==> src/rtl/memtest_pkg.sv <==
package memtest_pkg;

  typedef enum logic [1:0] {
    MODE_WR_RD  = 2'd0,
    MODE_RD     = 2'd1,
    MODE_WR     = 2'd2,
    MODE_ALT    = 2'd3
  } mode_t;

  typedef enum logic [1:0] {
    ST_IDLE  = 2'd0,
    ST_WRITE = 2'd1,
    ST_READ  = 2'd2
  } seq_state_t;

  localparam logic [1:0] SRC_PRBS  = 2'd0;
  localparam logic [1:0] SRC_TABLE = 2'd1;

  localparam int PRBS_LEN = 31;

  function automatic logic [PRBS_LEN-1:0] prbs_step(input logic [PRBS_LEN-1:0] s);
    return {s[PRBS_LEN-2:0], s[30] ^ s[27]};
  endfunction

endpackage

==> src/rtl/memtest_seq.sv <==
module memtest_seq
  import memtest_pkg::*;
#(
  parameter int AW        = 19,
  parameter int CW        = 20,
  parameter int DATA_W    = 32,
  parameter int MAX_ADDRS = 524288
) (
  input  logic              clk,
  input  logic              rst_n,
  input  logic              start,
  input  logic              stop,
  input  logic [CW-1:0]     cfg_count,
  input  logic [1:0]        cfg_mode,
  input  logic [1:0]        cfg_src,
  input  logic [DATA_W-1:0] cfg_offset,
  output seq_state_t        state,
  output logic [AW-1:0]     addr,
  output mode_t             mode,
  output logic [1:0]        src,
  output logic [DATA_W-1:0] offset,
  output logic              run_load,
  output logic              reseed
);

  localparam logic [CW-1:0] LIM_MAX = CW'(MAX_ADDRS);
  localparam logic [CW-1:0] LIM_MIN = CW'(2);

  seq_state_t        st_q, st_d;
  logic [AW-1:0]     addr_q, addr_d;
  logic [CW-1:0]     lim_q, lim_clamped;
  mode_t             mode_q;
  logic [1:0]        src_q;
  logic [DATA_W-1:0] off_q;
  logic              last_addr;
  logic              load;

  always_comb begin
    if (cfg_count < LIM_MIN)      lim_clamped = LIM_MIN;
    else if (cfg_count > LIM_MAX) lim_clamped = LIM_MAX;
    else                          lim_clamped = cfg_count;
  end

  assign last_addr = ({1'b0, addr_q} == (lim_q - CW'(1)));

  always_comb begin
    st_d   = st_q;
    addr_d = addr_q;
    load   = 1'b0;
    reseed = 1'b0;
    unique case (st_q)
      ST_IDLE: begin
        if (start && !stop) begin
          load   = 1'b1;
          reseed = 1'b1;
          addr_d = '0;
          st_d   = (mode_t'(cfg_mode) == MODE_RD) ? ST_READ : ST_WRITE;
        end
      end
      ST_WRITE, ST_READ: begin
        if (stop) begin
          st_d = ST_IDLE;
        end else if (last_addr) begin
          addr_d = '0;
          reseed = 1'b1;
          if (st_q == ST_WRITE) st_d = (mode_q == MODE_WR) ? ST_WRITE : ST_READ;
          else                  st_d = (mode_q == MODE_RD) ? ST_READ : ST_WRITE;
        end else begin
          addr_d = addr_q + AW'(1);
        end
      end
      default: st_d = ST_IDLE;
    endcase
  end

  always_ff @(posedge clk or negedge rst_n) begin
    if (!rst_n) begin
      st_q   <= ST_IDLE;
      addr_q <= '0;
    end else begin
      st_q   <= st_d;
      addr_q <= addr_d;
    end
  end

  always_ff @(posedge clk or negedge rst_n) begin
    if (!rst_n) begin
      lim_q  <= LIM_MIN;
      mode_q <= MODE_WR_RD;
      src_q  <= SRC_PRBS;
      off_q  <= '0;
    end else if (load) begin
      lim_q  <= lim_clamped;
      mode_q <= mode_t'(cfg_mode);
      src_q  <= cfg_src;
      off_q  <= cfg_offset;
    end
  end

  assign state    = st_q;
  assign addr     = addr_q;
  assign mode     = mode_q;
  assign src      = src_q;
  assign offset   = off_q;
  assign run_load = load;

endmodule

==> src/rtl/memtest_patgen.sv <==
module memtest_patgen
  import memtest_pkg::*;
#(
  parameter int              DATA_W    = 32,
  parameter int              AW        = 19,
  parameter logic [30:0]     PRBS_SEED = 31'h1234_5678
) (
  input  logic              clk,
  input  logic              rst_n,
  input  logic              reseed,
  input  logic              advance,
  input  logic [1:0]        src,
  input  logic [DATA_W-1:0] offset,
  input  logic [AW-1:0]     addr,
  output logic [DATA_W-1:0] word
);

  localparam int TBL_DEPTH = 16;
  localparam int TBL_AW    = $clog2(TBL_DEPTH);

  logic [PRBS_LEN-1:0] lfsr_q, lfsr_d;
  logic                lfsr_en;
  logic [DATA_W-1:0]   prbs_word;
  logic [DATA_W-1:0]   tbl_word;
  logic [DATA_W-1:0]   arith_word;
  logic [DATA_W-1:0]   tbl [TBL_DEPTH];

  for (genvar k = 0; k < TBL_DEPTH; k++) begin : g_tbl
    assign tbl[k] = {(DATA_W/8){~4'(k), 4'(k)}};
  end

  assign lfsr_en = reseed || advance;
  assign lfsr_d  = reseed ? PRBS_SEED : prbs_step(lfsr_q);

  always_ff @(posedge clk or negedge rst_n) begin
    if (!rst_n) begin
      lfsr_q <= PRBS_SEED;
    end else if (lfsr_en) begin
      lfsr_q <= lfsr_d;
    end
  end

  always_comb begin
    for (int i = 0; i < DATA_W; i++) begin
      prbs_word[i] = lfsr_q[i % PRBS_LEN];
    end
  end

  assign tbl_word   = tbl[addr[TBL_AW-1:0]];
  assign arith_word = DATA_W'(addr) + offset;

  always_comb begin
    unique case (src)
      SRC_PRBS:  word = prbs_word;
      SRC_TABLE: word = tbl_word;
      default:   word = arith_word;
    endcase
  end

endmodule

==> src/rtl/memtest_check.sv <==
module memtest_check #(
  parameter int DATA_W = 32,
  parameter int ERR_W  = 32,
  parameter int BYTE_W = 48,
  parameter int PEND_W = 4
) (
  input  logic              clk,
  input  logic              rst_n,
  input  logic              run_load,
  input  logic              busy,
  input  logic              wr_issue,
  input  logic              rd_issue,
  input  logic              ro_mode,
  input  logic [DATA_W-1:0] pattern,
  input  logic [DATA_W-1:0] rdata,
  input  logic              inject,
  input  logic              clear,
  output logic [DATA_W-1:0] wdata,
  output logic [ERR_W-1:0]  err_det,
  output logic [ERR_W-1:0]  err_ins,
  output logic [BYTE_W-1:0] bytes_wr,
  output logic [BYTE_W-1:0] bytes_rd
);

  localparam logic [BYTE_W-1:0] BPW = BYTE_W'(DATA_W / 8);

  logic [PEND_W-1:0] pend_q, pend_d;
  logic              accept, apply, pend_full;
  logic              rv_q;
  logic [DATA_W-1:0] exp_now, exp_q;
  logic              mismatch;
  logic [ERR_W-1:0]  det_q, det_d, ins_q, ins_d;
  logic [BYTE_W-1:0] bw_q, bw_d, br_q, br_d;

  assign accept    = inject && busy;
  assign pend_full = &pend_q;
  assign apply     = (pend_q != '0) && (wr_issue || (rd_issue && ro_mode));

  always_comb begin
    pend_d = pend_q;
    if (!busy) begin
      pend_d = '0;
    end else begin
      if (accept && !pend_full) pend_d = pend_d + PEND_W'(1);
      if (apply)                pend_d = pend_d - PEND_W'(1);
    end
  end

  assign wdata   = pattern ^ DATA_W'(apply && wr_issue);
  assign exp_now = pattern ^ DATA_W'(apply && rd_issue);

  assign mismatch = rv_q && (rdata != exp_q);

  always_comb begin
    det_d = det_q;
    ins_d = ins_q;
    if (clear) begin
      det_d = '0;
      ins_d = '0;
    end else begin
      if (mismatch) det_d = det_q + ERR_W'(1);
      if (apply)    ins_d = ins_q + ERR_W'(1);
    end
  end

  always_comb begin
    bw_d = bw_q;
    br_d = br_q;
    if (run_load) begin
      bw_d = '0;
      br_d = '0;
    end else begin
      if (wr_issue) bw_d = bw_q + BPW;
      if (rd_issue) br_d = br_q + BPW;
    end
  end

  always_ff @(posedge clk or negedge rst_n) begin
    if (!rst_n) begin
      pend_q <= '0;
      rv_q   <= 1'b0;
      det_q  <= '0;
      ins_q  <= '0;
      bw_q   <= '0;
      br_q   <= '0;
    end else begin
      pend_q <= pend_d;
      rv_q   <= rd_issue;
      det_q  <= det_d;
      ins_q  <= ins_d;
      bw_q   <= bw_d;
      br_q   <= br_d;
    end
  end

  always_ff @(posedge clk or negedge rst_n) begin
    if (!rst_n) begin
      exp_q <= '0;
    end else if (rd_issue) begin
      exp_q <= exp_now;
    end
  end

  assign err_det  = det_q;
  assign err_ins  = ins_q;
  assign bytes_wr = bw_q;
  assign bytes_rd = br_q;

endmodule

==> src/rtl/memtest_engine.sv <==
module memtest_engine
  import memtest_pkg::*;
#(
  parameter int          DATA_W    = 32,
  parameter int          MAX_ADDRS = 524288,
  parameter int          ERR_W     = 32,
  parameter int          BYTE_W    = 48,
  parameter int          PEND_W    = 4,
  parameter logic [30:0] PRBS_SEED = 31'h1234_5678,
  localparam int         AW        = $clog2(MAX_ADDRS),
  localparam int         CW        = AW + 1
) (
  input  logic              clk,
  input  logic              rst_n,
  input  logic              start,
  input  logic              stop,
  input  logic [CW-1:0]     cfg_addr_count,
  input  logic [1:0]        cfg_mode,
  input  logic [1:0]        cfg_src,
  input  logic [DATA_W-1:0] cfg_offset,
  input  logic              err_inject,
  input  logic              err_clear,
  output logic              mem_we,
  output logic              mem_re,
  output logic [AW-1:0]     mem_addr,
  output logic [DATA_W-1:0] mem_wdata,
  input  logic [DATA_W-1:0] mem_rdata,
  output logic              busy,
  output logic [ERR_W-1:0]  err_detected,
  output logic [ERR_W-1:0]  err_inserted,
  output logic [BYTE_W-1:0] bytes_written,
  output logic [BYTE_W-1:0] bytes_read,
  output logic [BYTE_W-1:0] bytes_total
);

  seq_state_t        state;
  logic [AW-1:0]     addr;
  mode_t             mode;
  logic [1:0]        src;
  logic [DATA_W-1:0] offset;
  logic              run_load;
  logic              reseed;
  logic              active;
  logic [DATA_W-1:0] pattern;

  memtest_seq #(
    .AW        (AW),
    .CW        (CW),
    .DATA_W    (DATA_W),
    .MAX_ADDRS (MAX_ADDRS)
  ) u_seq (
    .clk        (clk),
    .rst_n      (rst_n),
    .start      (start),
    .stop       (stop),
    .cfg_count  (cfg_addr_count),
    .cfg_mode   (cfg_mode),
    .cfg_src    (cfg_src),
    .cfg_offset (cfg_offset),
    .state      (state),
    .addr       (addr),
    .mode       (mode),
    .src        (src),
    .offset     (offset),
    .run_load   (run_load),
    .reseed     (reseed)
  );

  assign active = (state != ST_IDLE);

  memtest_patgen #(
    .DATA_W    (DATA_W),
    .AW        (AW),
    .PRBS_SEED (PRBS_SEED)
  ) u_pat (
    .clk     (clk),
    .rst_n   (rst_n),
    .reseed  (reseed),
    .advance (active),
    .src     (src),
    .offset  (offset),
    .addr    (addr),
    .word    (pattern)
  );

  memtest_check #(
    .DATA_W (DATA_W),
    .ERR_W  (ERR_W),
    .BYTE_W (BYTE_W),
    .PEND_W (PEND_W)
  ) u_chk (
    .clk      (clk),
    .rst_n    (rst_n),
    .run_load (run_load),
    .busy     (active),
    .wr_issue (state == ST_WRITE),
    .rd_issue (state == ST_READ),
    .ro_mode  (mode == MODE_RD),
    .pattern  (pattern),
    .rdata    (mem_rdata),
    .inject   (err_inject),
    .clear    (err_clear),
    .wdata    (mem_wdata),
    .err_det  (err_detected),
    .err_ins  (err_inserted),
    .bytes_wr (bytes_written),
    .bytes_rd (bytes_read)
  );

  assign mem_we      = (state == ST_WRITE);
  assign mem_re      = (state == ST_READ);
  assign mem_addr    = addr;
  assign busy        = active;
  assign bytes_total = bytes_written + bytes_read;

endmodule

==> config.mk <==
export PLATFORM = sky130hd
export DESIGN_NAME = memtest_engine
export DESIGN_NICKNAME = d
export VERILOG_FILES = /design/src/rtl/memtest_pkg.sv /design/src/rtl/memtest_seq.sv /design/src/rtl/memtest_patgen.sv /design/src/rtl/memtest_check.sv /design/src/rtl/memtest_engine.sv
export SDC_FILE = /design/constraint.sdc
export NUM_CORES = 1
export LEC_CHECK = 0
export BUFFER_PORTS_ARGS = -buffer_cell sky130_fd_sc_hd__buf_2
export CAP_MARGIN = 20
export CORE_MARGIN = 5
export CORE_UTILIZATION = 50
export DETAILED_ROUTE_END_ITERATION = 8
export GPL_TIMING_DRIVEN = 0
export PLACE_DENSITY = 0.83
export SLEW_MARGIN = 40
export SYNTH_ARGS = -nofsm -noshare
export SYNTH_HDL_FRONTEND = slang
export SYNTH_SLANG_ARGS = --single-unit
export TNS_END_PERCENT = 50
==> constraint.sdc <==
create_clock -name clk -period 4.5 [get_ports clk]
set_clock_uncertainty 0.05 [all_clocks]
set_input_delay 0.9 -clock clk [delete_from_list [all_inputs] [get_ports clk]]
set_output_delay 0.9 -clock clk [all_outputs]
set_load 0.01 [all_outputs]
# Word level (Yosys, flattened, before mapping)
# Memories as Yosys holds them, arrays and structs flattened.
# Cells that the tools add are included.
[word_totals]
reg_bits = 305
rom_bits = 512
inputBits = 94
out_inout_bits = 262
word_cells = 103
n_memories = 1
[classes]
n_addsub = 10
magnitude_cmp = 3
eq_ne = 11
muxes = 35
bitwise_logic = 4
reduce_logical = 25
[mem_list]
columns = ["memory", "words", "width", "read_ports", "rd_ports_with_merged_regs", "wr", "line", "source"]
rows = [
  ["(no name shown)", 16, 32, 1, 0, 0, "memtest_patgen.sv:49", "assign tbl_word = tbl[addr[TBL_AW-1:0]];"],
]
[op_table]
columns = ["cell", "n"]
rows = [
  ["32-bit 2-to-1 mux", 6],
  ["48-bit 2-to-1 mux", 4],
  ["48-bit by 3-bit adder with 48-bit output, second input constant", 2],
  ["32-bit by 1-bit adder with 32-bit output, second input constant", 2],
  ["32-bit one-hot mux with 2 select lines", 1],
  ["32-bit by 1-bit bitwise XOR with 32-bit output", 2],
  ["19-bit 2-to-1 mux", 3],
  ["48-bit adder", 1],
  ["20-bit 2-to-1 mux", 2],
  ["19-bit one-hot mux with 2 select lines", 1],
  ["19-bit by 32-bit adder with 32-bit output", 1],
  ["32-bit inequality test", 1],
  ["31-bit 2-to-1 mux", 1],
  ["19-bit by 20-bit == test with 1-bit output", 1],
  ["20-bit > comparator, second input constant", 1],
  ["20-bit by 2-bit less-than comparator with 1-bit output, second input constant", 1],
  ["20-bit by 1-bit subtractor with 20-bit output, second input constant", 1],
  ["19-bit by 1-bit adder with 19-bit output, second input constant", 1],
  ["4-bit 2-to-1 mux", 4],
  ["2-bit 2-to-1 mux", 7],
  ["2-bit nonzero test", 6],
  ["2-bit by 1-bit == test with 1-bit output, second input constant", 4],
  ["1-bit logical AND", 8],
  ["5-bit greater-or-equal comparator, second input constant", 1],
  ["other kinds (19)", 26],
]

# Logic depth before layout (Yosys ltp)
[logic_depth]
depth_word = 8
mapped_depth = 13
ltp_nobuf = 12

# By module
# A second synthesis with hierarchy kept.
[unflattened]
hier_cells = 2306
area_unflattened_um2 = 20317.0
[modules_own_cells]
columns = ["mod", "instances", "cells_each", "area_each_um2", "seq_area_each_um2"]
rows = [
  ["memtest_check", 1, 1006, 9900.7, 4829.6],
  ["memtest_seq", 1, 469, 4195.3, 1928.1],
  ["memtest_patgen", 1, 433, 3417.0, 792.0],
  ["memtest_engine", 1, 398, 2803.9, 0.0],
]

# Least setup slack after synthesis
# No wires, ideal clock.
[synth_path]
path_type = "flip-flop to output port"
start = "register u_chk.bw_q[13], in the netlist u_chk.bytes_wr[13]"
end = "output bytes_total[35]"
arrival_ns = 3.039
required_ns = 3.550
slack_ns = 0.511
stages_incl_launch_ff = 11
path_buffers = 0
path_cell_list = "dfrtp_1 ha_1 a21o_1 a21o_1 a2111oi_0 nor4_1 o31a_1 and3_1 a211o_1 a41oi_1 xnor2_1"
[synth_between]
elab_chain_len = 1
[synth_rtl]
columns = ["element", "line", "source"]
rows = [
  ["start, declared", "memtest_check.sv:33", "logic [BYTE_W-1:0] bw_q, bw_d, br_q, br_d;"],
  ["start signal, assigned", "memtest_check.sv:91", "bw_q <= bw_d;"],
  ["48-bit adder", "memtest_engine.sv:114", "assign bytes_total = bytes_written + bytes_read;"],
  ["end, declared", "memtest_engine.sv:33", "output logic [BYTE_W-1:0] bytes_total"],
]
# No other way between the ends.

# Worst setup path in the final report
[layout_path]
start = "register u_seq.addr_q[0], in the netlist u_seq.addr[0]"
end = "output mem_wdata[26]"
[layout_between]
elab_chain_len = 6
word_cells_on_any_way = 7
classes_between = "add/sub (1); mux (3); bitwise (2); memory (1)"
[layout_rtl]
columns = ["element", "line", "source"]
rows = [
  ["start, declared", "memtest_seq.sv:30", "logic [AW-1:0] addr_q, addr_d;"],
  ["start signal, assigned", "memtest_seq.sv:82", "addr_q <= addr_d;"],
  ["branches (longest 4 deep; another with 19-bit by 32-bit adder with 32-bit output)", "--", ""],
  ["32-bit one-hot mux with 2 select lines (*)", "memtest_patgen.sv:53", "unique case (src)"],
  ["32-bit by 1-bit bitwise XOR with 32-bit output (*)", "memtest_check.sv:49", "assign wdata = pattern ^ DATA_W'(apply && wr_issue);"],
  ["end, declared", "memtest_engine.sv:26", "output logic [DATA_W-1:0] mem_wdata,"],
]
# Mark *: on every way between the ends. The select of a mux whose other input is x is not followed.

==> results by group <==
Timing
  • Slew HR: 0.423
  • RSZ-0062 raised after global routing: true
  • Fin worst setup slack: 0.00788 ns
  • Final setup violating endpoints: 0
  • Final hold slack: 0.213 ns
  • Tmin final: 4.49 ns
  • Crit share post-route: 0.998
  • Worst Max-Slew Pin Slew: 0.866 ns
  • Pins Over Slew Limit: 0
  • TNS Setup: 0 ns
  • Fmax: 0.223 GHz
  • Hold Vio Cnt, Final: 0

Final layout
  • Final-layout fill cell count: 3124
  • Fin util: 0.618
  • Final Instance Area: 0.0231 mm2
  • Area of the multi-input gates: 0.0109 mm2
  • Commonest non-fill, non-tap cell in the layout: buf_2
  • Fin nets: 2665
  • Commonest cells after routing, fill and taps aside: buf_2, dfrtp_1, nand2_1
  • Non-Filler Instances: 2996
  • Area grow syn2layout: 22.9%
  • Sequential Area: 0.00757 mm2
  • Layout cells sized above 1: 0.241

Placement
  • RD Place Congestion: 0.950
  • Placed insts: 2914
  • Placed standard-cell area: 0.0212 mm2
  • IO Port Bufs: 348
  • DP HPWL: 44.9 mm
  • Pre-CTS setup slack: -0.144 ns

Power
  • Power Density: 508 mW/mm2
  • Pleak: 11.7 nW
  • Highest ir drop seen on vdd: 350 uV
  • Tot Pwr: 11.7 mW

Worst setup path
  • Startpoint types: flop
  • Slowest CP cell: dfrtp_2
  • Crit path kind: reg2out
  • Worst EP required: 3.55 ns
  • CP Cell Sequence: ha_4 > inv_2 > fa_2 > nor2b_2 > o21ai_2 > o211a_1 > nor4_2 > o21a_2 > a221o_2 > nand3_1 > xor2_2 > a21oi_1 > buf_4 > buf_2
  • CP Max Fanout: 6
  • Worst path max stage delay: 0.40 ns
  • CP endpoint kind: output port
  • Arrival time at the worst endpoint: 3.54 ns
  • R2R setup slack: 0.42 ns

Clock tree
  • # clock sinks: 301
  • Clk Latency, worst-skew pair: 0.53 ns
  • CTS clk-pin slew, worst paths: 0.06 ns
  • Root Buffer: clkbuf_16
  • CTS tree: done
  • CTS HTree Levels: 2
  • Number of buffers created by CTS: 35
  • Bufs on Longest Clock Path: 3

Die
  • Core area: 0.0373 mm2
  • # IOs: 356
  • DIE AREA: 0.0415 mm2
  • DIE HEIGHT: 204 um
  • FP Rows: 71
  • Die Wd: 204 um
  • Initial core utilization: 0.503

Run
  • Maxcap violations: 0

Global route
  • Grt total ovfl: 0
  • Total GRT Usage: 0.272
  • Initial antenna violation count: 3
  • First-pass GRT wire length: 92.0 mm
  • Number of global-route vias before repair: 17200
  • Largest net degree at the start of global routing: 76

Synth
  • Ys async rst share: 1.00
  • Register bit total from synthesis: 301
  • Mapped cell area: 0.0188 mm2
  • Gate count of the mapped netlist: 2082
  • Seq/Total Area, Yosys: 0.403
  • Top FF cell, synth: dfrtp_1
  • Number of flops mapped to enable cells by yosys: 0
  • Avg Synthesized Cell Area: 9.01 um2
  • Netlist cell types: 73
  • Synth warn: 0

Detailed routing
  • 1st-pass router iterations: 5
  • Vias: 17400
  • WL/cell: 19.7 um
  • Antenna Nets Post-Route: 0
  • Initial DRC Count: 1358
  • Post-Route WL: 59.1 mm
  • DRC: 0
  • Drt via density: 5.82

Min path
  • Worst Hold Class: in2async

Run status
  • Status: finished clean
-- final timing paths --
kind / cells after the start / startpoint / endpoint
max in group asynchronous: 3 / rst_n / u_chk.exp_q[6]
worst min register to register: 2 / u_seq.offset[6] / u_seq.offset[6]
min in group clk: 2 / u_seq.offset[6] / u_seq.offset[6]
worst max register to register: 12 / u_seq.state[1] / u_chk.err_ins[29]
worst max-delay path: 14 / u_seq.addr[0] / mem_wdata[26]
worst min-delay path: 1 / rst_n / u_chk.bytes_rd[36]
-- cell type report --
| cell class | count | share of cell area |
|---|---|---|
| Multi-Input combinational cell | 1621 | 0.471 |
| Sequential cell | 301 | 0.328 |
| Timing Repair Buffer | 371 | 0.0871 |
| Clock buffer | 49 | 0.0442 |
| Tap cell | 474 | 0.0257 |
| Buffer | 109 | 0.0252 |
| Inverter | 54 | 0.00879 |
| Clock inverter | 12 | 0.00868 |
| Antenna cell | 5 | 0.000543 |
-- timing repair --
action | 4_1_cts | 5_1_grt
resized for setup | 41 | 50
setup buffers | 10 | 8
pin swaps | 13 | 18
hold buffers | 0 | 0
cloned | 0 | 0
endpoints found under the hold margin | 0 | 0
setup endpoints to repair | 26 | 25
-- synth_stat cells, types with 53 or more instances --
master	number	share of area
nand4_1	53	0.018
o21ai_0	86	0.023
xnor2_1	121	0.057
a21oi_1	111	0.030
inv_1	54	0.011
nor2_1	220	0.044
xor2_1	147	0.069
clkbuf_1	57	0.011
ha_1	77	0.051
nand3_1	76	0.020
nand2_1	245	0.049
dfrtp_1	287	0.38
-- metal layers --
metal  GRT usage  wire length, um  up-vias
met2       0.463            28800      719
met4      0.0906             2000        4
met3      0.0434             4270      153
met1       0.356            23900     8481
met5           0               27        -
li1            -                -     8067
-- sequential cells by signal, summed over array words and instances, names as in the netlist --
signal / flops
u_seq.mode: 2
u_chk.err_det: 32
u_chk.err_ins: 32
u_chk.rv_q: 1
u_seq.lim_q: 20
u_pat.lfsr_q: 31
u_seq.src: 2
u_seq.offset: 32
u_seq.state: 2
u_chk.pend_q: 4
u_seq.addr: 19
u_chk.exp_q: 32
u_chk.bytes_wr: 46
u_chk.bytes_rd: 46
-- worst max-delay path: cells and delay by family (launching register included) --
family	cells	cell delay (ns)
xor+xnor	1	0.20
flops	1	0.40
buf+inv	3	0.30
compound gates	5	1.01
simple gates	3	0.59
fa+ha+maj	2	0.52
-- logic make-up after synthesis --
logic type               share of synthesized area
XOR/XNOR                                     0.125
flip-flops                                   0.403
buffers and inverters                       0.0422
AND/OR/NAND/NOR                              0.218
adder cells (fa/ha/maj)                     0.0524
AO/OA/AOI/OAI                                0.126
other                                     0.000200
multiplexers                                0.0332
-- where the power goes --
group          leakage (nW)  internal [mW]  switching (mW)
logic                  7.09           2.09            2.61
clock network         0.603           1.87            1.17
registers              3.96           3.33           0.640
No activity file was read; power rests on OpenSTA's default activity.
